### config.mk
export PLATFORM = sky130hd
export DESIGN_NAME = kbd_event_decoder
export DESIGN_NICKNAME = d
export VERILOG_FILES = /design/src/rtl/kbd_evt_pkg.sv /design/src/rtl/kbd_byte_classifier.sv /design/src/rtl/kbd_prefix_tracker.sv /design/src/rtl/kbd_event_stage.sv /design/src/rtl/kbd_shift_tracker.sv /design/src/rtl/kbd_event_decoder.sv
export SDC_FILE = /design/constraint.sdc
export NUM_CORES = 1
export LEC_CHECK = 0
export ABC_AREA = 1
export BUFFER_PORTS_ARGS = -buffer_cell sky130_fd_sc_hd__buf_2
export CAP_MARGIN = 30
export CELL_PAD_IN_SITES_DETAIL_PLACEMENT = 0
export CELL_PAD_IN_SITES_GLOBAL_PLACEMENT = 2
export CORE_AREA = 2 2 63 65
export DETAILED_ROUTE_END_ITERATION = 16
export DIE_AREA = 0 0 65 67
export GPL_ROUTABILITY_DRIVEN = 0
export HOLD_SLACK_MARGIN = 0.1
export PLACE_DENSITY_LB_ADDON = 0.12
export SLEW_MARGIN = 15
export SYNTH_ARGS = -nofsm -noshare
export SYNTH_HDL_FRONTEND = slang
export SYNTH_SLANG_ARGS = --single-unit
export TNS_END_PERCENT = 20
### constraint.sdc
create_clock -name clk -period 1.96 [get_ports clk]
set_input_delay 0.196 -clock clk [delete_from_list [all_inputs] [get_ports clk]]
set_output_delay 0.196 -clock clk [all_outputs]
set_load 0.005 [all_outputs]
### src/rtl/kbd_evt_pkg.sv
// Package: byte values and byte classes shared by the event decoder.
// Assumes 8-bit bytes from a PS/2 receiver.
package kbd_evt_pkg;
    localparam int BYTE_W = 8;

    localparam logic [BYTE_W-1:0] PFX_EXT  = 8'hE0;
    localparam logic [BYTE_W-1:0] PFX_REL  = 8'hF0;
    localparam logic [BYTE_W-1:0] RSP_ACK  = 8'hFA;
    localparam logic [BYTE_W-1:0] RSP_ECHO = 8'hEE;

    typedef enum logic [1:0] {
        BC_KEY  = 2'd0,
        BC_EXT  = 2'd1,
        BC_REL  = 2'd2,
        BC_RESP = 2'd3
    } byte_class_t;

    // Map a received byte to its class.
    function automatic byte_class_t classify(input logic [BYTE_W-1:0] b);
        if (b == PFX_EXT)                      return BC_EXT;
        else if (b == PFX_REL)                 return BC_REL;
        else if (b == RSP_ACK || b == RSP_ECHO) return BC_RESP;
        else                                   return BC_KEY;
    endfunction
endpackage

### src/rtl/kbd_byte_classifier.sv
// Module: kbd_byte_classifier
// Purely combinational front end. It qualifies each byte strobe with the
// frame error and raises one strobe per byte class.
// Assumes frame_err and byte_valid are already synchronous to clk.
module kbd_byte_classifier
    import kbd_evt_pkg::*;
(
    input  logic              byte_valid,
    input  logic [BYTE_W-1:0] byte_data,
    input  logic              frame_err,
    output logic              take_key,
    output logic              take_ext,
    output logic              take_rel,
    output logic              take_resp
);
    byte_class_t cls;
    logic        accept;

    // Decode the class and gate it with an error-free valid byte.
    always_comb begin
        cls       = classify(byte_data);
        accept    = byte_valid && !frame_err;
        take_key  = accept && (cls == BC_KEY);
        take_ext  = accept && (cls == BC_EXT);
        take_rel  = accept && (cls == BC_REL);
        take_resp = accept && (cls == BC_RESP);
    end
endmodule

### src/rtl/kbd_prefix_tracker.sv
// Module: kbd_prefix_tracker
// Holds the pending extended and release flags between prefix bytes and
// the code byte. Prefixes may come in any order. A frame error or an
// emitted key event clears both flags; response bytes leave them alone.
module kbd_prefix_tracker (
    input  logic clk,
    input  logic rst_n,
    input  logic frame_err,
    input  logic take_key,
    input  logic take_ext,
    input  logic take_rel,
    output logic pend_ext,
    output logic pend_rel
);
    // Update the pending flags from prefix, key and error strobes.
    always_ff @(posedge clk) begin
        if (!rst_n || frame_err || take_key) begin
            pend_ext <= 1'b0;
            pend_rel <= 1'b0;
        end else begin
            if (take_ext) pend_ext <= 1'b1;
            if (take_rel) pend_rel <= 1'b1;
        end
    end
endmodule

### src/rtl/kbd_event_stage.sv
// Module: kbd_event_stage
// Output register for key events and keyboard responses. The strobes
// last one cycle. Code and flag fields keep their last value between
// strobes.
module kbd_event_stage
    import kbd_evt_pkg::*;
(
    input  logic              clk,
    input  logic              rst_n,
    input  logic              take_key,
    input  logic              take_resp,
    input  logic [BYTE_W-1:0] byte_data,
    input  logic              pend_ext,
    input  logic              pend_rel,
    output logic              evt_valid,
    output logic [BYTE_W-1:0] evt_code,
    output logic              evt_ext,
    output logic              evt_rel,
    output logic              resp_valid,
    output logic [BYTE_W-1:0] resp_code
);
    // Register a key event merged with its pending prefix flags.
    always_ff @(posedge clk) begin
        if (!rst_n) begin
            evt_valid <= 1'b0;
            evt_code  <= '0;
            evt_ext   <= 1'b0;
            evt_rel   <= 1'b0;
        end else begin
            evt_valid <= take_key;
            if (take_key) begin
                evt_code <= byte_data;
                evt_ext  <= pend_ext;
                evt_rel  <= pend_rel;
            end
        end
    end

    // Register keyboard response bytes on their own strobe.
    always_ff @(posedge clk) begin
        if (!rst_n) begin
            resp_valid <= 1'b0;
            resp_code  <= '0;
        end else begin
            resp_valid <= take_resp;
            if (take_resp) resp_code <= byte_data;
        end
    end
endmodule

### src/rtl/kbd_shift_tracker.sv
// Module: kbd_shift_tracker
// One held bit per modifier code in MOD_CODES. Lane i watches byte
// MOD_CODES[i*8 +: 8]. A non-extended press sets the bit and a
// non-extended release clears it. Extended events never touch it.
module kbd_shift_tracker
    import kbd_evt_pkg::*;
#(
    parameter int                      NUM_MOD   = 2,
    parameter logic [NUM_MOD*BYTE_W-1:0] MOD_CODES = 16'h5912
) (
    input  logic               clk,
    input  logic               rst_n,
    input  logic               take_key,
    input  logic [BYTE_W-1:0]  byte_data,
    input  logic               pend_ext,
    input  logic               pend_rel,
    output logic [NUM_MOD-1:0] held
);
    for (genvar i = 0; i < NUM_MOD; i++) begin : g_mod
        localparam logic [BYTE_W-1:0] CODE = MOD_CODES[i*BYTE_W +: BYTE_W];
        logic hit;

        // Detect a plain (non-extended) event for this lane's code.
        always_comb hit = take_key && !pend_ext && (byte_data == CODE);

        // Track the held state of this modifier.
        always_ff @(posedge clk) begin
            if (!rst_n)   held[i] <= 1'b0;
            else if (hit) held[i] <= !pend_rel;
        end
    end
endmodule

### src/rtl/kbd_event_decoder.sv
// Module: kbd_event_decoder (top)
// Merges E0/F0 prefix bytes into flags on the next code byte and emits one
// event per complete sequence. Response bytes go out on their own strobe.
// Left and right shift held state is tracked.
// Assumes at most one byte per cycle from a synchronous receiver.
module kbd_event_decoder
    import kbd_evt_pkg::*;
#(
    parameter logic [BYTE_W-1:0] LSHIFT_CODE = 8'h12,
    parameter logic [BYTE_W-1:0] RSHIFT_CODE = 8'h59
) (
    input  logic              clk,
    input  logic              rst_n,
    input  logic              byte_valid,
    input  logic [BYTE_W-1:0] byte_data,
    input  logic              frame_err,
    output logic              evt_valid,
    output logic [BYTE_W-1:0] evt_code,
    output logic              evt_ext,
    output logic              evt_rel,
    output logic              resp_valid,
    output logic [BYTE_W-1:0] resp_code,
    output logic              shift_l,
    output logic              shift_r
);
    localparam int NUM_MOD = 2;
    localparam logic [NUM_MOD*BYTE_W-1:0] MOD_CODES = {RSHIFT_CODE, LSHIFT_CODE};

    logic               take_key, take_ext, take_rel, take_resp;
    logic               pend_ext, pend_rel;
    logic [NUM_MOD-1:0] held;

    kbd_byte_classifier u_cls (
        .byte_valid (byte_valid),
        .byte_data  (byte_data),
        .frame_err  (frame_err),
        .take_key   (take_key),
        .take_ext   (take_ext),
        .take_rel   (take_rel),
        .take_resp  (take_resp)
    );

    kbd_prefix_tracker u_pfx (
        .clk       (clk),
        .rst_n     (rst_n),
        .frame_err (frame_err),
        .take_key  (take_key),
        .take_ext  (take_ext),
        .take_rel  (take_rel),
        .pend_ext  (pend_ext),
        .pend_rel  (pend_rel)
    );

    kbd_event_stage u_evt (
        .clk        (clk),
        .rst_n      (rst_n),
        .take_key   (take_key),
        .take_resp  (take_resp),
        .byte_data  (byte_data),
        .pend_ext   (pend_ext),
        .pend_rel   (pend_rel),
        .evt_valid  (evt_valid),
        .evt_code   (evt_code),
        .evt_ext    (evt_ext),
        .evt_rel    (evt_rel),
        .resp_valid (resp_valid),
        .resp_code  (resp_code)
    );

    kbd_shift_tracker #(
        .NUM_MOD   (NUM_MOD),
        .MOD_CODES (MOD_CODES)
    ) u_shift (
        .clk       (clk),
        .rst_n     (rst_n),
        .take_key  (take_key),
        .byte_data (byte_data),
        .pend_ext  (pend_ext),
        .pend_rel  (pend_rel),
        .held      (held)
    );

    // Expose the tracked modifier bits.
    always_comb begin
        shift_l = held[0];
        shift_r = held[1];
    end
endmodule

==> flow_summary.json <==
{
  "core_um2": 3606,
  "dp.cells": 212,
  "dr.pass1.iters": 4,
  "fp.dieH_um": 67,
  "whs_path_depth": 3,
  "synth.top_cell.area_share_pct": 47.76,
  "path_clk_slew_ns": 0.09,
  "setup_violations": 0,
  "seqPwrFrac_pct": 48.9,
  "critPathBufInv": 2,
  "final_cell_mix": "33 x buf_2, 31 x nand2_1, 24 x dfxtp_1",
  "p_leak_uw": 0.0006426,
  "io_buffer_count": 33,
  "synth_cell_types": 19,
  "cts.path.max_buffers": 2,
  "synth_nets": 143,
  "ctsHoldBuffers": 0,
  "num-nets-final": 181,
  "utilization_pct": 36.12,
  "drive_gt1_share_pct": 32.74,
  "syn_area_um2": 1006,
  "cp_num_cells": 9,
  "rows": 22,
  "diodes": 0,
  "final_common_cell": "buf_2",
  "hp-class": "in2reg",
  "crit_start": "byte_data[6]",
  "worstPathCellList": "buf_2 -> nand2_1 -> nor2_1 -> nand2_1 -> nand2_1 -> nand2_1 -> clkinv_1 -> o21ai_0 -> a21oi_1",
  "max_freq_mhz": 904.6,
  "grt_use_total_pct": 12.24,
  "grt_max_degree": 15,
  "worst_ep_required_time_ns": 2.12,
  "vdd_drop_max_uv": 392.3,
  "grt_pass1_vias": 907,
  "rsz0062_at_grt": "false",
  "clk_latency_ns": 0.27,
  "dpl.hpwl_um": 1821,
  "rr_worst_depth": 5,
  "critPathTopFamily": "simple AND/OR/NAND/NOR gates",
  "critical_path_class": "in2reg",
  "grt_pass1_wl_um": 4057,
  "postRouteAntennaNets": 0,
  "fin_crit_ns": 1.105,
  "p_switching_uw": 222.3,
  "path_common_cell": "nand2_1",
  "cts_sinks": 24,
  "cts_setup_buffers": 0,
  "timing.critical_path.to": "u_evt.resp_code[4]",
  "fillCellCount": 411,
  "drt_wl_total_um": 2313,
  "ys_warn_count": 0,
  "root_buffer": "clkbuf_8",
  "syn_inst": 131,
  "pwr-share-comb_pct": 8.6,
  "tightest_slew_ns": 0.3185,
  "switching_share_pct": 21.67,
  "syn_area_per_cell_um2": 7.679,
  "worstPathArrival_ns": 1.27,
  "start_util_pct": 27.90,
  "wl_per_cell_um": 10.71,
  "cpMaxStageDelayCell": "clkinv_1",
  "power_uw": 1026,
  "synthTopCellsByArea": "dfxtp_1 48%, nand2_1 12%, nor2_1 8.6%",
  "ios": 34,
  "final.setup_skew_ns": 0.004129,
  "power.internal_uw": 803.5,
  "tns_ns": 0,
  "hold_viol_final": 0,
  "rrSetupSlack_ns": 1.13,
  "vias": 887,
  "cts_inserted_buffers": 3,
  "cts-resized-gates": 0,
  "period_share_pct": 56.40,
  "antenna_found_initial": 0,
  "stdcell_count": 216,
  "final_max_slew_viol_count": 0,
  "die_width_um": 65,
  "end_kind": "register",
  "via_per_inst": 4.106,
  "die-area_um2": 4355,
  "drtIter0Drc": 36,
  "max_cap_violations": 0,
  "area_growth_pct": 29.48,
  "pwr-share-clk_pct": 42.4,
  "p_per_area_nw_per_um2": 787.5,
  "start_kind": "primary input",
  "max_stage_delay_ns": 0.23,
  "synth_seq_area_share_pct": 47.76,
  "path_max_fanout": 9,
  "timing.rr.end": "u_shift.held[1]",
  "cts_tree": "yes",
  "relSlewSlack_pct": 78.60,
  "r2r_start": "u_pfx.pend_ext",
  "outcome": "finished clean",
  "drcViolationCount": 0,
  "grt-ovfl-total": 0,
  "yosysTopAreaCell": "dfxtp_1",
  "synth-seq-cells": 24,
  "htreeDepth": 1
}
-- cells in the mapped netlist (all sizes together) --
library cell  count
dfxtp            24
nand2            36
o21ai            11
nor3              1
nand4             6
nor2             27
inv              17
nand3             3
clkinv            1
a21oi             5
-- logic make-up (layout without fill, tap and decap cells) --
| family | count (synthesis) | after routing | share of synthesized area (%) |
|---|---|---|---|
| AOI/OAI and AO/OA | 16 | 16 | 9.825 |
| buffers and inverters | 18 | 55 | 6.716 |
| DFF | 24 | 24 | 47.76 |
| and+or+nand+nor | 73 | 73 | 35.70 |
-- sequential cells by signal, summed over array words and instances, names as in the netlist --
signal / count
u_evt.evt_code: 8
u_evt.resp_code: 8
u_shift.held: 2
u_evt.evt_ext: 1
u_evt.evt_rel: 1
u_evt.evt_valid: 1
u_evt.resp_valid: 1
u_pfx.pend_ext: 1
u_pfx.pend_rel: 1
-- worst register-to-register path, stage by stage, from the launching register on --
cell and delay (ns):
dfxtp_1 0.30, inv_1 0.15, nand4_1 0.13, nand2_1 0.07, inv_1 0.03, nor2_1 0.09
-- worst min-delay path by stage --
stage / startpoint / to
floorplan: byte_data[3] / u_evt.evt_code[3]
global placement: u_evt.resp_code[0] / u_evt.resp_code[0]
detailed placement: u_evt.resp_code[0] / u_evt.resp_code[0]
CTS: byte_data[5] / u_evt.evt_code[5]
global route: byte_data[5] / u_evt.evt_code[5]
finish: byte_data[5] / u_evt.evt_code[5]
-- layer usage --
layer | track usage, % | vias to the layer above | wire length [um]
li1 | - | 482 | -
met1 | 14.64 | 381 | 1068
met2 | 21.01 | 24 | 1093
met3 | 4.054 | 0 | 150
met4 | 3.191 | 0 | 0
met5 | 0 | - | 0
-- power groups by stage --
stage	registers (uW)	logic, uW	clock network (uW)
final	502	88.4	435
after global placement	513	90.1	0
after CTS	502	90.9	457
after floorplan	515	48.8	0
after detailed placement	514	90.6	0
after global routing	504	101	470
-- layout make-up --
type,instances,area [um^2],share of cell area (%)
Sequential cell,24,480.5,36.89
Inverter,18,67.56,5.187
Tap cell,48,60.06,4.611
Clock inverter,1,30.03,2.305
Clock buffer,3,41.29,3.170
Multi-Input combinational cell,89,457.9,35.16
Timing Repair Buffer,33,165.2,12.68
-- through the flow --
step           area, um^2  setup WS, ns  hold slack (ns)
3_3_place_gp         1231        0.5662           0.4320
5_1_grt              1303        0.6799           0.1992
2_1_floorplan        1006        0.9013           0.2991
6_report             1303        0.8545           0.1794
4_1_cts              1303        0.8511           0.1773
3_5_place_dp         1231        0.5669           0.4363
(Power assumes the default switching activity.)
